### config.mk
export PLATFORM = sky130hd
export DESIGN_NAME = abr_autobaud
export DESIGN_NICKNAME = d
export VERILOG_FILES = /design/src/rtl/abr_pkg.sv /design/src/rtl/abr_sync.sv /design/src/rtl/abr_tx.sv /design/src/rtl/abr_rx.sv /design/src/rtl/abr_autobaud.sv
export SDC_FILE = /design/constraint.sdc
export NUM_CORES = 1
export LEC_CHECK = 0
export BUFFER_PORTS_ARGS = -buffer_cell sky130_fd_sc_hd__buf_2
export CAP_MARGIN = 25
export CORE_MARGIN = 4
export CORE_UTILIZATION = 58
export CTS_CLUSTER_SIZE = 40
export DETAILED_ROUTE_END_ITERATION = 12
export PLACE_DENSITY = 0.75
export SETUP_SLACK_MARGIN = 0.4
export SLEW_MARGIN = 25
export SYNTH_ARGS = -nofsm -noshare
export SYNTH_HDL_FRONTEND = slang
export SYNTH_SLANG_ARGS = --single-unit
### constraint.sdc
create_clock -name clk -period 4.7 [get_ports clk]
set_clock_uncertainty 0.15 [all_clocks]
set_input_delay 0.47 -clock clk [delete_from_list [all_inputs] [get_ports clk]]
set_output_delay 0.47 -clock clk [all_outputs]
set_load 0.02 [all_outputs]
### src/rtl/abr_pkg.sv
package abr_pkg;
  typedef enum logic [1:0] {ST_MEAS, ST_ACK, ST_WAIT, ST_LOCK} abr_state_e;

  localparam int NUM_RATES = 3;

  // index 0 is the fastest rate, index 2 the slowest
  function automatic int rate_of(input int idx);
    case (idx)
      0:       return 19200;
      1:       return 9600;
      default: return 4800;
    endcase
  endfunction

  function automatic int nom_div(input int clk_hz, input int idx);
    return (clk_hz + rate_of(idx) / 2) / rate_of(idx);
  endfunction

  // smallest low time whose rounded ninth is within -3 %
  function automatic int cnt_lo(input int nom);
    return 9 * ((97 * nom + 99) / 100) - 4;
  endfunction

  // largest low time whose rounded ninth is within +3 %
  function automatic int cnt_hi(input int nom);
    return 9 * ((103 * nom) / 100) + 4;
  endfunction
endpackage

### src/rtl/abr_sync.sv
module abr_sync #(
  parameter bit RST_VAL = 1'b0
) (
  input  logic clk,
  input  logic rst_n,
  input  logic d,
  output logic q
);
  logic [1:0] stg_q;

  always_ff @(posedge clk or negedge rst_n) begin
    if (!rst_n) stg_q <= {2{RST_VAL}};
    else        stg_q <= {stg_q[0], d};
  end

  assign q = stg_q[1];
endmodule

### src/rtl/abr_tx.sv
module abr_tx #(
  parameter int DW = 16
) (
  input  logic          clk,
  input  logic          rst_n,
  input  logic          start,
  input  logic [7:0]    data,
  input  logic [DW-1:0] div,
  output logic          txd,
  output logic          busy
);
  logic [9:0]    sh_q, sh_d;
  logic [3:0]    bit_q, bit_d;
  logic [DW-1:0] tc_q, tc_d;
  logic          busy_q, busy_d;

  always_comb begin
    sh_d   = sh_q;
    bit_d  = bit_q;
    tc_d   = tc_q;
    busy_d = busy_q;
    if (!busy_q) begin
      if (start) begin
        sh_d   = {1'b1, data, 1'b0};
        bit_d  = 4'd0;
        tc_d   = '0;
        busy_d = 1'b1;
      end
    end else if (tc_q == div - DW'(1)) begin
      tc_d = '0;
      sh_d = {1'b1, sh_q[9:1]};
      if (bit_q == 4'd9) busy_d = 1'b0;
      else               bit_d  = bit_q + 4'd1;
    end else begin
      tc_d = tc_q + DW'(1);
    end
  end

  always_ff @(posedge clk or negedge rst_n) begin
    if (!rst_n) begin
      sh_q   <= '1;
      bit_q  <= '0;
      tc_q   <= '0;
      busy_q <= 1'b0;
    end else begin
      sh_q   <= sh_d;
      bit_q  <= bit_d;
      tc_q   <= tc_d;
      busy_q <= busy_d;
    end
  end

  assign txd  = busy_q ? sh_q[0] : 1'b1;
  assign busy = busy_q;
endmodule

### src/rtl/abr_rx.sv
module abr_rx #(
  parameter int DW = 16
) (
  input  logic          clk,
  input  logic          rst_n,
  input  logic          en,
  input  logic          rxd,
  input  logic [DW-1:0] div,
  output logic          vld,
  output logic [7:0]    data,
  output logic          stop_ok
);
  logic          act_q, act_d;
  logic          prev_q;
  logic [3:0]    bit_q, bit_d;
  logic [DW-1:0] tc_q, tc_d;
  logic [7:0]    sh_q, sh_d;
  logic          vld_q, vld_d;
  logic          ok_q, ok_d;
  logic [DW-1:0] lim;

  assign lim = (bit_q == 4'd0) ? ((div >> 1) - DW'(1)) : (div - DW'(1));

  always_comb begin
    act_d = act_q;
    bit_d = bit_q;
    tc_d  = tc_q;
    sh_d  = sh_q;
    ok_d  = ok_q;
    vld_d = 1'b0;
    if (!en) begin
      act_d = 1'b0;
    end else if (!act_q) begin
      if (prev_q && !rxd) begin
        act_d = 1'b1;
        bit_d = 4'd0;
        tc_d  = '0;
      end
    end else if (tc_q == lim) begin
      tc_d = '0;
      if (bit_q == 4'd0) begin
        if (rxd) act_d = 1'b0;
        else     bit_d = 4'd1;
      end else if (bit_q == 4'd9) begin
        vld_d = 1'b1;
        ok_d  = rxd;
        act_d = 1'b0;
      end else begin
        sh_d  = {rxd, sh_q[7:1]};
        bit_d = bit_q + 4'd1;
      end
    end else begin
      tc_d = tc_q + DW'(1);
    end
  end

  always_ff @(posedge clk or negedge rst_n) begin
    if (!rst_n) begin
      act_q  <= 1'b0;
      prev_q <= 1'b1;
      bit_q  <= '0;
      tc_q   <= '0;
      sh_q   <= '0;
      vld_q  <= 1'b0;
      ok_q   <= 1'b0;
    end else begin
      act_q  <= act_d;
      prev_q <= rxd;
      bit_q  <= bit_d;
      tc_q   <= tc_d;
      sh_q   <= sh_d;
      vld_q  <= vld_d;
      ok_q   <= ok_d;
    end
  end

  assign vld     = vld_q;
  assign data    = sh_q;
  assign stop_ok = ok_q;
endmodule

### src/rtl/abr_autobaud.sv
module abr_autobaud #(
  parameter int CLK_HZ  = 33_000_000,
  parameter int WD_BITS = 30,
  parameter int DIV_W   = $clog2(abr_pkg::nom_div(CLK_HZ, 2) + 1)
) (
  input  logic             clk,
  input  logic             rst_n,
  input  logic             rxd_i,
  output logic             txd_o,
  output logic [DIV_W-1:0] div_o,
  output logic             locked_o,
  output logic             err_o
);
  import abr_pkg::*;

  localparam int CNT_MAX = cnt_hi(nom_div(CLK_HZ, 2)) + 1;
  localparam int CW      = $clog2(CNT_MAX + 1);
  localparam int WD_CYC  = WD_BITS * nom_div(CLK_HZ, 2);
  localparam int WW      = $clog2(WD_CYC + 1);

  logic rst_s_n, rx_s;
  abr_sync #(.RST_VAL(1'b0)) u_rst_sync (.clk(clk), .rst_n(rst_n), .d(1'b1),  .q(rst_s_n));
  abr_sync #(.RST_VAL(1'b1)) u_rx_sync  (.clk(clk), .rst_n(rst_n), .d(rxd_i), .q(rx_s));

  abr_state_e       state_q, state_d;
  logic             rxp_q, armed_q, armed_d, run_q, run_d, err_q, err_d;
  logic [CW-1:0]    cnt_q, cnt_d;
  logic [WW-1:0]    wd_q, wd_d;
  logic [DIV_W-1:0] div_q, div_d, sel_div;
  logic [NUM_RATES-1:0] hit;
  logic [DIV_W-1:0] cand [NUM_RATES];
  logic             tx_start, tx_busy, rx_vld, rx_ok;
  logic [7:0]       rx_byte;

  // one window comparator per supported rate
  for (genvar g = 0; g < NUM_RATES; g++) begin : g_rate
    localparam int N = nom_div(CLK_HZ, g);
    assign hit[g]  = (cnt_q >= CW'(cnt_lo(N))) && (cnt_q <= CW'(cnt_hi(N)));
    assign cand[g] = DIV_W'(N);
  end

  always_comb begin
    sel_div = '0;
    for (int i = NUM_RATES - 1; i >= 0; i--)
      if (hit[i]) sel_div = cand[i];
  end

  always_comb begin
    state_d  = state_q;
    armed_d  = armed_q;
    run_d    = run_q;
    cnt_d    = cnt_q;
    err_d    = err_q;
    div_d    = div_q;
    wd_d     = wd_q;
    tx_start = 1'b0;
    unique case (state_q)
      ST_MEAS: begin
        armed_d = armed_q | rx_s;
        if (run_q) begin
          if (!rx_s) begin
            if (cnt_q != CW'(CNT_MAX)) cnt_d = cnt_q + CW'(1);
          end else begin
            run_d = 1'b0;
            if (|hit) begin
              div_d    = sel_div;
              tx_start = 1'b1;
              state_d  = ST_ACK;
            end else begin
              err_d = 1'b1;
            end
          end
        end else if (armed_q && rxp_q && !rx_s) begin
          run_d = 1'b1;
          cnt_d = CW'(1);
        end
      end
      ST_ACK: begin
        if (!tx_busy) begin
          state_d = ST_WAIT;
          wd_d    = '0;
        end
      end
      ST_WAIT: begin
        wd_d = wd_q + WW'(1);
        if (rx_vld) begin
          if (rx_byte == 8'h55 && rx_ok) begin
            state_d = ST_LOCK;
            err_d   = 1'b0;
          end else begin
            err_d   = 1'b1;
            state_d = ST_MEAS;
          end
        end else if (wd_q == WW'(WD_CYC - 1)) begin
          err_d   = 1'b1;
          state_d = ST_MEAS;
        end
        if (state_d == ST_MEAS) begin
          armed_d = 1'b0;
          run_d   = 1'b0;
        end
      end
      default: ;
    endcase
  end

  always_ff @(posedge clk or negedge rst_s_n) begin
    if (!rst_s_n) begin
      state_q <= ST_MEAS;
      rxp_q   <= 1'b1;
      armed_q <= 1'b0;
      run_q   <= 1'b0;
      cnt_q   <= '0;
      err_q   <= 1'b0;
      div_q   <= '0;
      wd_q    <= '0;
    end else begin
      state_q <= state_d;
      rxp_q   <= rx_s;
      armed_q <= armed_d;
      run_q   <= run_d;
      cnt_q   <= cnt_d;
      err_q   <= err_d;
      div_q   <= div_d;
      wd_q    <= wd_d;
    end
  end

  abr_tx #(.DW(DIV_W)) u_tx (
    .clk(clk), .rst_n(rst_s_n), .start(tx_start), .data(8'h00),
    .div(div_q), .txd(txd_o), .busy(tx_busy)
  );

  abr_rx #(.DW(DIV_W)) u_rx (
    .clk(clk), .rst_n(rst_s_n), .en(state_q == ST_WAIT), .rxd(rx_s),
    .div(div_q), .vld(rx_vld), .data(rx_byte), .stop_ok(rx_ok)
  );

  assign div_o    = div_q;
  assign locked_o = (state_q == ST_LOCK);
  assign err_o    = err_q;
endmodule

### After elaboration in Yosys (flattened, before gate mapping)

Index checks and enable logic that the tools add are counted.

| word-level totals | value |
|---|---|
| register bits after elaboration | 113 |
| latch bits | 0 |
| bits in writable memories | 0 |
| memory bits (read-only) | 0 |
| output and inout bits | 16 |
| memories kept | 0 |

| operators by class | value |
|---|---|
| $add $sub $neg | 8 |
| $mul | 0 |
| div/mod/pow operators | 0 |
| order comparisons | 6 |
| equal/unequal tests | 24 |
| shift operators | 0 |
| mux-type cells | 71 |
| bitwise operators | 3 |
| reduce and logical (&&, ||, !) cells | 30 |

Operators by type and width:

| operator | number |
|---|---|
| 2-to-1 mux 13 bit | 10 |
| 2-to-1 mux 16 bit | 4 |
| 2-to-1 mux 4 bit | 10 |
| case mux 18 bit (2 select lines) | 1 |
| 2-to-1 mux 1 bit | 30 |
| 2-to-1 mux 10 bit | 3 |
| adder 13 x 1 -> 13 bit (second input constant) | 2 |
| equality test 13 bit | 2 |
| AND reduction 5 bit | 5 |
| adder 18 x 1 -> 18 bit (second input constant) | 1 |
| equality test 18 bit (second input constant) | 1 |
| 2-to-1 mux 18 bit | 1 |
| inequality test 2 bit (second input constant) | 9 |
| adder 16 x 1 -> 16 bit (second input constant) | 1 |
| greater-or-equal comparator 16 x 14 -> 1 bit (second input constant) | 1 |
| greater-or-equal comparator 16 x 15 -> 1 bit (second input constant) | 1 |
| greater-or-equal comparator 16 bit (second input constant) | 1 |
| <= comparator 16 x 14 -> 1 bit (second input constant) | 1 |
| <= comparator 16 x 15 -> 1 bit (second input constant) | 1 |
| <= comparator 16 bit (second input constant) | 1 |
| 2-to-1 mux 2 bit | 8 |
| inequality test 16 bit (second input constant) | 1 |
| subtractor 12 x 1 -> 13 bit (second input constant) | 1 |
| subtractor 13 x 1 -> 13 bit (second input constant) | 1 |
| 21 further kinds | 45 |

### Longest topological paths before layout

| logic depth | value |
|---|---|
| depth after elaboration | 9 |
| gate-level depth with buffers | 13 |

### Hierarchy

A second synthesis with hierarchy kept.

| unflattened totals | value |
|---|---|
| cells, all modules | 877 |
| area total of the unflattened synthesis | 7718.7 um^2 |

Modules (own cells, without submodules):

| module | times used | cells each | area each (um^2) | seq. area each (um^2) |
|---|---|---|---|---|
| abr_autobaud | 1 | 326 | 2965.3 | 1152.4 |
| abr_rx | 1 | 291 | 2407.3 | 726.9 |
| abr_tx | 1 | 256 | 2243.4 | 686.9 |
| abr_sync at u_rx_sync | 1 | 2 | 52.6 | 52.6 |
| abr_sync at u_rst_sync | 1 | 2 | 50.0 | 50.0 |

### Worst setup path before layout

OpenSTA, ideal clock, no wires.

| path | value |
|---|---|
| path type | register to register |
| from | reg div_q[9] (netlist: div_o[9]) |
| to | reg u_tx.sh_q[3] |
| setup time | 0.090 ns |
| data arrival time | 3.851 ns |
| data required time | 4.460 ns |
| setup slack | 0.609 ns |
| stages on the path, launching flop included | 14 |
| buffers on the path | 3 |
| period minus slack after synthesis | 4.091 ns |
| path through | dfrtp_1 clkbuf_1 clkbuf_1 inv_1 ha_1 or3b_2 xnor2_1 or4b_1 a2111o_1 nor3_1 buf_2 mux2_2 nand2_1 o21ai_0 |

| on the way | value |
|---|---|
| longest elaborated chain between the ends | 4 |

Ends and longest elaborated chain:

| what | RTL line | source |
|---|---|---|
| start: declaration | abr_autobaud.sv:29 | `logic [DIV_W-1:0] div_q, div_d, sel_div;` |
| start signal: assignment | abr_autobaud.sv:124 | `div_q <= div_d;` |
| subtractor 13 x 1 -> 13 bit | abr_tx.sv:29 | `end else if (tc_q == div - DW'(1)) begin` |
| equality test 13 bit | abr_tx.sv:29 |  |
| inequality test 2 bit (no line) | n/a |  |
| AND reduction 2 bit (no line) | n/a |  |
| end signal: assignment | abr_tx.sv:41 | `sh_q <= '1;` |
| end signal: assignment | abr_tx.sv:46 | `sh_q <= sh_d;` |
| end: declaration | abr_tx.sv:12 | `logic [9:0] sh_q, sh_d;` |

Every way passes these cells.
A chain may end at the register's enable or synchronous reset.

### Worst setup path after layout

| path | value |
|---|---|
| from | reg u_rx.bit_q[1] |
| to | reg u_rx.sh_q[7] (netlist: u_rx.data[7]) |

| on the way | value |
|---|---|
| longest elaborated chain between the ends | 4 |
| elaborated cells on any way between the ends | 7 |
| classes of those cells | eq/ne (2); mux (1); bitwise (2); reduce/logical (2) |

Ends and longest elaborated chain:

| what | RTL line | source |
|---|---|---|
| start: declaration | abr_rx.sv:15 | `logic [3:0] bit_q, bit_d;` |
| start signal: assignment | abr_rx.sv:69 | `bit_q <= bit_d;` |
| logical NOT 4 bit | abr_rx.sv:22, abr_rx.sv:41 |  |
| 2-to-1 mux 13 bit | abr_rx.sv:22 | `assign lim = (bit_q == 4'd0) ? ((div >> 1) - DW'(1)) : (div - DW'(1));` |
| equality test 13 bit | abr_rx.sv:39 | `end else if (tc_q == lim) begin` |
| AND reduction 5 bit (no line) * | n/a |  |
| end signal: assignment | abr_rx.sv:63 | `sh_q <= '0;` |
| end signal: assignment | abr_rx.sv:71 | `sh_q <= sh_d;` |
| end: declaration | abr_rx.sv:17 | `logic [7:0] sh_q, sh_d;` |

Every way passes the cells marked *; elsewhere a longest branch is shown, timed or not.

==> summary.txt <==
DR WL/cell: 15.8 um
status: finished clean
Async SR Flop Fraction: 1.00
Hold Worst Slack: 54.1 ps
Placed Cells: 864
RSZ-0062 raised after global routing: no
crit path launch type: flip-flop
Placement Cell Area: 0.00670 mm2
Synth Flop Type: dfrtp_1
Seq cells post-synth: 105
Area growth syn-to-layout: 6.92%
worst setup margin: 763 ps
XOR/XNOR Fraction of Synth Area: 0.0682
hpwl dp: 9820 um
fin util: 0.642
Worst-Skew Late Latency: 360 ps
R2R cell count: 11
core area: 0.0109 mm2
post-place setup slack: 534 ps
row count: 38
clock buffer count from CTS: 9
Final nets: 760
min Tclk post-route: 3940 ps
Die Area: 0.0131 mm2
final critical-path share of the clock period: 0.838
Die Span Y: 114 um
vias in the first global route: 5149
count leader, synth: dfrtp_1
r2r startpoint: u_rx.bit_q[1]
layout cells sized above 1: 0.117
storage element area: 0.00265 mm2
Setup CP Type: flip-flop to flip-flop
YS warnings: 0
post-synth top area share: 0.354
clock sinks: 105
Hold Crit Class: primary input to flip-flop
Adder-Cell Fraction of Synth Area: 0.0381
most frequent cells after synthesis: dfrtp_1 (93), nand2_1 (82), nor2_1 (68), o21ai_0 (68), clkbuf_1 (27)
antenna-violating nets left: 0
Pins Over Slew Limit: 0
area leader, netlist: dfrtp_1
total congestion overflow: 0
WP data arrival: 4020 ps
DRT iter0 DRCs: 398
CTS tree: built
endpoints failing setup: 0
Multi-input gate area: 0.00362 mm2
Root Driver: clkbuf_16
H-tree depth: 3
Non-Filler Instances: 882
Synth Area in Compound Gates: 0.160
actual slew at the worst max-slew pin: 934 ps
gpl congestion: 0.902
first-pass GRT wire length: 24000 um
CTS Buffer Depth: 2
Critical path origin: u_rx.bit_q[1]
setup TNS: 0 ps
Slew headroom: 0.376
Synth Cell Area: 0.00657 mm2
GRT Resource Usage Total: 0.223
Min-Delay Startpoint: rxd_i
die width: 114 um
antenna violations before repair: 0
Max-Cap Viols: 0
final WL: 13900 um
Vias/cell: 6.13
DRC Markers: 0
Highest Clock Rate: 254 MHz
count of input and output buffers: 18
Synth area leaders: dfrtp_1 (35%), o21ai_0 (5.2%), dfstp_2 (4.8%)
pin count of the biggest net entering global routing: 69
Initial Utilization: 0.600
total chip power: 1.78 mW
clk slew on worst S/H paths: 70 ps
vias: 5404
Post-synth EDFFs: 0
hold path depth: 1
required time worst endpoint: 4790 ps
final hold vios: 0
Peak supply drop: 0.304 mV
filler instances: 916
Net Count, Synth: 764
leakage: 2.95 nW
io pins: 19
post-synth cell types: 72
Crit Path Max Fanout: 18
synthesized area per cell: 8.86 um2
Antenna Cells: 0
post-synthesis mux area share: 0.0385
PD cells: 253 mW/mm2
Seq/Total Area, Yosys: 0.403
cells after synthesis: 741
crit path capture type: flip-flop
Post-Synth Simple-Gate Area: 0.246
design area: 0.00702 mm2
Pre-antenna DRT Iters: 5
largest family of logic cells by synthesized area: simple AND/OR/NAND/NOR gates
## flip-flops by register name (all words and copies together) (netlist names), 2 cells and up
| signal | cells |
|---|---|
| u_tx.sh_q | 9 |
| u_rst_sync.stg_q | 2 |
| wd_q | 18 |
| u_rx_sync.stg_q | 2 |
| div_o | 6 |
| u_rx.bit_q | 4 |
| state_q | 2 |
| u_tx.bit_q | 4 |
| u_rx.tc_q | 13 |
| u_tx.tc_q | 13 |
| cnt_q | 16 |
| u_rx.data | 8 |
## power breakdown
part	total (mW)	leakage [nW]	switching, mW	internal (mW)
Sequential	0.945	1.30	0.0306	0.915
Clock	0.768	0.148	0.348	0.420
Combinational	0.0636	1.50	0.0394	0.0242
## timing repair
action | 4_1_cts | 5_1_grt
gates resized for setup | 0 | 1
hold buffers | 1 | 0
setup endpoints to repair | 0 | 8
hold endpoints to repair | 4 | 0
buffers inserted | 0 | 1
## logic make-up (layout without fill, tap and decap cells)
| logic type | Yosys count | count (layout) |
|---|---|---|
| buffers and inverters | 70 | 71 |
| multiplexers | 23 | 23 |
| other | 1 | 1 |
| flip-flops | 105 | 105 |
| adder cells (fa/ha/maj) | 20 | 20 |
| AO/OA/AOI/OAI | 163 | 163 |
| AND/OR/NAND/NOR | 311 | 311 |
| XOR/XNOR | 48 | 48 |
## layout by cell type, fill, tap and decap left out, drive strengths merged, types with 4 or more instances in the layout
master,count
xnor2,21
mux2,18
nand3,26
xor2,25
nor4,6
buf,29
o211ai,4
nor2b,9
nor3b,7
o21a,4
a31oi,5
nand2,82
a22o,6
inv,26
o31ai,10
a21oi,20
nand3b,6
mux2i,5
dfrtp,93
nor4b,6
a211o,4
clkinv,4
o21ai,70
nor3,20
a211oi,8
clkbuf,10
a21boi,4
or4,5
nand4,18
nor2,68
ha,20
a21o,4
or3,13
nand2b,11
dfstp,12
and3,17
## area by class of cell
class / instances / area share
clock buffer: 10 / 0.0326
tap: 140 / 0.0250
inverter: 25 / 0.0134
sequential: 105 / 0.377
clock inverter: 6 / 0.0105
multi-input combinational: 566 / 0.516
timing repair buffer: 30 / 0.0260
## layer usage
| layer | GRT usage | wire length (um) | vias up |
|---|---|---|---|
| li1 | - | - | 2639 |
| met1 | 0.289 | 6260 | 2603 |
| met4 | 0.0887 | 365 | 0 |
| met2 | 0.365 | 6680 | 131 |
| met5 | 0 | 0 | - |
| met3 | 0.0465 | 606 | 31 |
## path summary, 6_finish.rpt
check / endpoint / slack, ps
hold reg to reg: u_rst_sync.stg_q[1] / 210
min in group asynchronous: u_rst_sync.stg_q[0] / 290
hold / removal: u_rx_sync.stg_q[0] / 50
setup reg to reg: u_rx.data[7] / 760
max in group asynchronous: u_tx.sh_q[4] / 3080
setup / recovery: u_rx.data[7] / 760
## critical path: stages (launching register included)
cell and delay, ps:
dfrtp_1 400, inv_1 120, ha_1 210, or3b_1 600, or4_1 570, a211oi_2 180, a311oi_1 70, nor4_2 330
and3_2 400, nor4b_4 230, buf_4 200, mux2_2 340
(Power assumes the default switching activity.)
